--- config.mk ---
export PLATFORM = sky130hd
export DESIGN_NAME = sram_burst_port
export DESIGN_NICKNAME = d
export VERILOG_FILES = /design/src/rtl/sram_port_pkg.sv /design/src/rtl/burst_addr_ctr.sv /design/src/rtl/access_gate.sv /design/src/rtl/word_array.sv /design/src/rtl/sram_burst_port.sv
export SDC_FILE = /design/constraint.sdc
export NUM_CORES = 1
export LEC_CHECK = 0
export ABC_CLOCK_PERIOD_IN_PS = 3850
export BUFFER_PORTS_ARGS = -buffer_cell sky130_fd_sc_hd__buf_4
export CORE_ASPECT_RATIO = 1.4
export CORE_MARGIN = 2
export CORE_UTILIZATION = 45
export DETAILED_ROUTE_END_ITERATION = 8
export PLACE_DENSITY = 0.69
export SLEW_MARGIN = 20
export SYNTH_ARGS = -nofsm -noshare
export SYNTH_HDL_FRONTEND = slang
export SYNTH_SLANG_ARGS = --single-unit
--- constraint.sdc ---
create_clock -name clk -period 3.85 [get_ports clk]
set_input_delay 0.5775 -clock clk [delete_from_list [all_inputs] [get_ports clk]]
set_output_delay 0.5775 -clock clk [all_outputs]
set_load 0.01 [all_outputs]
--- src/rtl/sram_port_pkg.sv ---
package sram_port_pkg;
  typedef enum logic [1:0] {
    CTR_HOLD = 2'd0,
    CTR_LOAD = 2'd1,
    CTR_STEP = 2'd2
  } ctr_op_e;

  function automatic ctr_op_e pick_ctr_op(input logic stb_n, input logic cen_n);
    if (!stb_n)     return CTR_LOAD;
    else if (!cen_n) return CTR_STEP;
    else             return CTR_HOLD;
  endfunction
endpackage

--- src/rtl/burst_addr_ctr.sv ---
module burst_addr_ctr
  import sram_port_pkg::*;
#(
  parameter int ADDR_W = 6
) (
  input  logic              clk,
  input  logic              rst_n,
  input  logic [ADDR_W-1:0] ext_addr,
  input  logic              adr_stb_n,
  input  logic              cnt_en_n,
  output logic [ADDR_W-1:0] cur_addr
);
  localparam logic [ADDR_W-1:0] TOP_ADDR = '1;
  localparam logic [ADDR_W-1:0] ONE      = ADDR_W'(1);

  ctr_op_e           op;
  logic [ADDR_W-1:0] nxt_addr;

  always_comb begin
    op = pick_ctr_op(adr_stb_n, cnt_en_n);
    unique case (op)
      CTR_LOAD: nxt_addr = ext_addr;
      CTR_STEP: nxt_addr = cur_addr + ONE;
      default:  nxt_addr = cur_addr;
    endcase
  end

  always_ff @(posedge clk or negedge rst_n) begin
    if (!rst_n) cur_addr <= '0;
    else        cur_addr <= nxt_addr;
  end

  // Marks edges whose previous edge was already out of reset.
  logic past_ok;
  always_ff @(posedge clk or negedge rst_n) begin
    if (!rst_n) past_ok <= 1'b0;
    else        past_ok <= 1'b1;
  end

  p_load_r2: assert property (@(posedge clk) disable iff (!rst_n)
    (past_ok && $past(!adr_stb_n)) |-> (cur_addr == $past(ext_addr)));

  p_step_r3: assert property (@(posedge clk) disable iff (!rst_n)
    (past_ok && $past(adr_stb_n && !cnt_en_n)) |-> (cur_addr == $past(cur_addr) + ONE));

  p_hold_r4: assert property (@(posedge clk) disable iff (!rst_n)
    (past_ok && $past(adr_stb_n && cnt_en_n)) |-> $stable(cur_addr));

  p_load_wins_r5: assert property (@(posedge clk) disable iff (!rst_n)
    (past_ok && $past(!adr_stb_n && !cnt_en_n)) |-> (cur_addr == $past(ext_addr)));

  p_wrap_r6: assert property (@(posedge clk) disable iff (!rst_n)
    (past_ok && $past(adr_stb_n && !cnt_en_n && cur_addr == TOP_ADDR)) |-> (cur_addr == '0));
endmodule

--- src/rtl/access_gate.sv ---
module access_gate (
  input  logic clk,
  input  logic rst_n,
  input  logic ce0_n,
  input  logic ce1,
  input  logic wr_en,
  output logic acc_valid,
  output logic wr_stb,
  output logic rd_stb,
  output logic rd_valid
);
  logic chip_on;

  always_comb begin
    chip_on   = !ce0_n && ce1;
    acc_valid = chip_on && rst_n;
    wr_stb    = acc_valid && wr_en;
    rd_stb    = acc_valid && !wr_en;
  end

  always_ff @(posedge clk or negedge rst_n) begin
    if (!rst_n) rd_valid <= 1'b0;
    else        rd_valid <= rd_stb;
  end

  logic past_ok;
  always_ff @(posedge clk or negedge rst_n) begin
    if (!rst_n) past_ok <= 1'b0;
    else        past_ok <= 1'b1;
  end

  p_rdv_follows_read_r10: assert property (@(posedge clk) disable iff (!rst_n)
    past_ok |-> (rd_valid == $past(!ce0_n && ce1 && !wr_en)));

  p_no_access_disabled_r8: assert property (@(posedge clk) disable iff (!rst_n)
    (ce0_n || !ce1) |-> !(wr_stb || rd_stb));
endmodule

--- src/rtl/word_array.sv ---
module word_array #(
  parameter int ADDR_W = 6,
  parameter int DATA_W = 16
) (
  input  logic              clk,
  input  logic              rst_n,
  input  logic [ADDR_W-1:0] addr,
  input  logic              wr_stb,
  input  logic              rd_stb,
  input  logic [DATA_W-1:0] wdata,
  output logic [DATA_W-1:0] rdata
);
  localparam int DEPTH = 1 << ADDR_W;

  logic [DATA_W-1:0] mem [DEPTH];

  always_ff @(posedge clk) begin
    if (wr_stb) mem[addr] <= wdata;
  end

  always_ff @(posedge clk or negedge rst_n) begin
    if (!rst_n)      rdata <= '0;
    else if (rd_stb) rdata <= mem[addr];
  end
endmodule

--- src/rtl/sram_burst_port.sv ---
module sram_burst_port #(
  parameter int ADDR_W = 6,
  parameter int DATA_W = 16
) (
  input  logic              clk,
  input  logic              rst_n,
  input  logic [ADDR_W-1:0] ext_addr,
  input  logic              adr_stb_n,
  input  logic              cnt_en_n,
  input  logic              ce0_n,
  input  logic              ce1,
  input  logic              wr_en,
  input  logic [DATA_W-1:0] wdata,
  output logic              acc_valid,
  output logic [ADDR_W-1:0] int_addr,
  output logic [DATA_W-1:0] rdata,
  output logic              rd_valid
);
  logic wr_stb;
  logic rd_stb;

  burst_addr_ctr #(.ADDR_W(ADDR_W)) u_ctr (
    .clk       (clk),
    .rst_n     (rst_n),
    .ext_addr  (ext_addr),
    .adr_stb_n (adr_stb_n),
    .cnt_en_n  (cnt_en_n),
    .cur_addr  (int_addr)
  );

  access_gate u_gate (
    .clk       (clk),
    .rst_n     (rst_n),
    .ce0_n     (ce0_n),
    .ce1       (ce1),
    .wr_en     (wr_en),
    .acc_valid (acc_valid),
    .wr_stb    (wr_stb),
    .rd_stb    (rd_stb),
    .rd_valid  (rd_valid)
  );

  word_array #(.ADDR_W(ADDR_W), .DATA_W(DATA_W)) u_mem (
    .clk    (clk),
    .rst_n  (rst_n),
    .addr   (int_addr),
    .wr_stb (wr_stb),
    .rd_stb (rd_stb),
    .wdata  (wdata),
    .rdata  (rdata)
  );

  // the counter ignores the chip enables, so a disabled cycle still counts.
  p_count_while_off_r7: assert property (@(posedge clk) disable iff (!rst_n)
    (adr_stb_n && !cnt_en_n && (ce0_n || !ce1)) |=> (int_addr == $past(int_addr) + ADDR_W'(1)));
endmodule

# Word level (Yosys, flattened, before mapping)
# Memory sizes are Yosys's and may differ from the RTL's. A register that Yosys moved wholly into a read port is not among the register bits.
# Cells that the tools add are included.
[totals]
ram_bits = 1024
output_inout_bits = 24
regBits = 7
elab_cells = 19
memories = 1
[op_classes]
addsub = 1
reduce_logical = 8
n_eq_ne = 2
mux = 5
[mem_list]
columns = ["name", "words", "word_bits", "read_ports", "rd_ports_with_merged_regs", "wr", "line", "source"]
rows = [
  ["u_mem.mem", 64, 16, 1, 1, 1, "word_array.sv:15", "logic [DATA_W-1:0] mem [DEPTH];"],
]
[op_table]
columns = ["op", "count"]
rows = [
  ["6-bit case mux with 2 select lines", 1],
  ["6-bit by 1-bit adder with 6-bit output (second input constant)", 1],
  ["1-bit logical AND", 4],
  ["2-bit 2-to-1 mux", 2],
  ["1-bit zero test", 3],
  ["2-bit by 1-bit == test with 1-bit output (second input constant)", 1],
  ["2-bit == test (second input constant)", 1],
  ["1-bit 2-to-1 mux", 2],
  ["2-bit nonzero test", 1],
]

# Logic depth before layout (Yosys ltp)
[depth]
depth_word = 6
mapped_depth = 11
depth_no_buf = 7

# Cells and area by module
# Synthesis repeated with hierarchy kept, for this count alone.
[unflattened]
cells_unflattened = 2146
hier_area_um2 = 40561.4
[modules_own_cells]
columns = ["module", "seq_area_each_um2", "area_per_inst_um2", "n_inst", "cells_per_inst"]
rows = [
  ["word_array", 31149.9, 40172.3, 1, 2111],
  ["burst_addr_ctr", 150.1, 330.3, 1, 31],
  ["access_gate", 25.0, 58.8, 1, 4],
]

# Least setup slack after synthesis
# No wires, ideal clock.
[synth_timing]
path_type = "register to register"
startpoint = "register u_ctr.cur_addr[0]"
endpoint = "memory u_mem.mem[55][0], enable pin"
t_arrival_ns = 2.482
path_buffers = 6
stages_incl_launch_ff = 9
slack_ns = 0.979
cell_sequence = "dfrtp_1 > buf_6 > buf_4 > buf_4 > buf_4 > buf_2 > buf_2 > nand3_1 > nor2_1"
[synth_rtl]
columns = ["item", "line", "source"]
rows = [
  ["start: declaration", "burst_addr_ctr.sv:11", "output logic [ADDR_W-1:0] cur_addr"],
  ["start signal: assignment", "burst_addr_ctr.sv:30", "else cur_addr <= nxt_addr;"],
  ["end: declaration", "word_array.sv:15", ""],
]
# Straight into the memory's write port.

==> metrics.yaml <==
status: "finished, final reports clean"
maxCapViolations: 0
coreArea_um2: 89600
clkTransAtPathRegs_ns: 0.07
fmax_ghz: 0.284
p_comb_share_pct: 13.2
drt-vias-per-instance: 6.45
path_depth: 9
cpPeakStageDelay_ns: 0.85
hold_violations: 0
io_pins: 53
final_util_pct: 52.0
yosys-top-cells-area: "edfxtp_1 (76%), mux4_2 (4.2%), mux2_2 (3.4%)"
die_x_um: 258
seq_area_frac_synth_pct: 77.1
slew_violations: 0
synthArstFlopShare_pct: 2.20
overflow: 0
synth_edf_count: 1024
antenna_found_initial: 3
syn-num-nets: 2222
finalSetupTns_ns: 0
dp_hpwl_um: 72400
internal_power_uw: 19300
crit_buf_inv: 4
tightest_slew_ns: 1.03
start_util_pct: 45.3
synth_top_area_share_pct: 75.7
num_vias: 23400
synth_ff_type: "edfxtp_1"
top_layer_used: "met5"
netlist_instances: 2192
wire_per_inst_um: 32.8
crit_path_cell_trace: "buf_4, buf_12, buf_4, buf_4, mux4_2, mux2i_1, o22ai_1, nor4_1, a31oi_1"
met3_length_um: 12900
period_share_pct: 91.4
routed_wl_um: 119000
routabilityCongestion: 0.956
drc_errors: 0
port_buffers: 52
cts_root_buf: "clkbuf_16"
rsz0062_at_grt: "no"
clk_latency_ns: 0.67
power_density_nw_per_um2: 553
finalSetupViolCount: 0
clock-sinks: 1047
ant_nets: 0
worstPathMaxFanout: 28
drive_gt1_share_pct: 24.3
min_path_type: "in -> reg"
synth.cell_area_um2: 40600
grt_pass1_wl_um: 169000
post-route-min-period_ns: 3.52
yosys-top-cells-count: "edfxtp_1 (1024), a221oi_1 (133), nor2_1 (125)"
synth.distinct_cells: 69
die_h_um: 360
yosysTopAreaCell: "edfxtp_1"
crit_top_cell: "buf_4"
grt_pass1_vias: 23200
cp_slowest_cell: "nor4_1"
clock_path_buffers: 3
rows: 130
globalRouteTotalUtil_pct: 25.5
firstDrtPassIters: 6
fin_worst_skew_ns: 0.0314
wl_met1_um: 41700
swShare_pct: 25.0
areaGrowthSynthToFinish_pct: 14.6
maxSlewHeadroom_pct: 31.0
cts_tree: "built"
die_area_um2: 92700
grt_max_degree: 65
reg2regPathDepth: 9
ir_drop_mv: 0.352
cellLeakagePower_uw: 0.0149
cpLargestDelayFamily: "buffers and inverters"
yosys.cell_count.top_type: "edfxtp_1"
p_seq_share_pct: 49.6
yosysWarnings: 0
crit_path_end_kind: "flip-flop"
cts_buffers: 91
post_cts_buffers: 0
clock_power_share_pct: 37.2
route.met2.wl_um: 56300
holdPathStages: 2
crit_required_ns: 4.35
ys_seq_elements: 1047
arrival_ns: 4.02
h-tree-depth: 3
final_nets: 2392
critPathKind: "reg -> reg"
avgSynthCellArea_um2: 18.5
power_switching_uw: 6450
cp-start-kind: "flip-flop"
drt_iter0_drc: 3260
==> layout make-up <==
class                           count  area [µm²]
Inverter                            4        17.5
Multi-Input combinational cell    986        8500
Clock buffer                      106        2420
Fill cell                        6940       43100
Antenna cell                        3        7.51
Tap cell                         1188        1490
Sequential cell                  1047       31300
Timing Repair Buffer              232        2120
Clock inverter                     62         682
==> cells in the final DEF, fill, tap and decap left out, drive strengths merged, types with 23 or more instances in the layout <==
cell type	synthesis	routed
a21oi	69	69
o22ai	37	37
o21ai	54	54
buf	106	231
a22oi	88	88
clkinv	0	41
mux2i	65	65
nand2	48	48
mux2	129	129
dfrtp	23	23
nor2	125	125
mux4	76	76
a221oi	137	137
edfxtp	1024	1024
clkbuf	49	106
==> what timing repair did <==
action | in CTS | in global routing
gates resized for setup | 0 | 0
hold endpoints to repair | 23 | 0
hold buffers | 1 | 0
==> power groups by stage <==
stage,clock network (µW),registers (µW),logic (µW)
2_1_floorplan,0,12900,1810
3_3_place_gp,0,13000,3300
3_5_place_dp,0,13000,3330
4_1_cts,9630,12800,3350
5_1_grt,10100,12800,3500
6_report,9580,12800,3410
==> final timing paths <==
| check | startpoint | slack (ns) | to |
|---|---|---|---|
| hold / removal | ext_addr[0] | 0.14 | u_ctr.cur_addr[0] |
| setup / recovery | u_ctr.cur_addr[2] | 0.33 | u_mem.rdata[1] |
| setup reg to reg | u_ctr.cur_addr[2] | 0.33 | u_mem.rdata[1] |
| hold reg to reg | u_mem.rdata[9] | 0.59 | u_mem.rdata[9] |
| min in group asynchronous | rst_n | 0.56 | u_ctr.cur_addr[3] |
| max in group asynchronous | rst_n | 2.97 | u_ctr.cur_addr[2] |
==> per-layer routing <==
metal | up-vias | GRT usage [%]
li1 | 9407 | -
met5 | - | 0
met2 | 1623 | 40.3
met4 | 4 | 15.4
met3 | 363 | 6.18
met1 | 12000 | 31.9
==> worst reg2reg max path, stage by stage (launching register included) <==
cell and delay [ns]:
dfrtp_4 0.71, buf_4 0.28, buf_12 0.19, buf_4 0.22, buf_4 0.23, mux4_2 0.31
mux2i_1 0.25, o22ai_1 0.12, nor4_1 0.85, a31oi_1 0.18
==> registers in the layout, summed over array words and instances, names as in the netlist <==
register         count
u_ctr.cur_addr       6
u_mem.rdata         16
u_gate.rd_valid      1
u_mem.mem         1024
==> cells by family after synthesis <==
| logic type | count (synthesis) | share of synthesized area [%] |
|---|---|---|
| mux | 270 | 9.42 |
| xor+xnor | 5 | 0.108 |
| buf+inv | 159 | 2.12 |
| compound gates | 475 | 8.66 |
| fa+ha+maj | 1 | 0.0308 |
| flops | 1047 | 77.1 |
| simple gates | 235 | 2.55 |
==> per-stage QoR <==
stage          std cells  power (µW)  worst slack, ns  hold slack (ns)  cell area (µm²)
2_1_floorplan       2192       14700            0.979            0.282            40600
3_3_place_gp        3456       16300            0.353            0.577            43400
3_5_place_dp        3456       16300            0.374            0.572            43400
4_1_cts             3625       25700            0.329            0.132            46600
5_1_grt             3625       26300            0.277            0.155            46600
6_report            3628       25800            0.330            0.144            46600
Note: power is estimated with default switching activity, not from simulation.
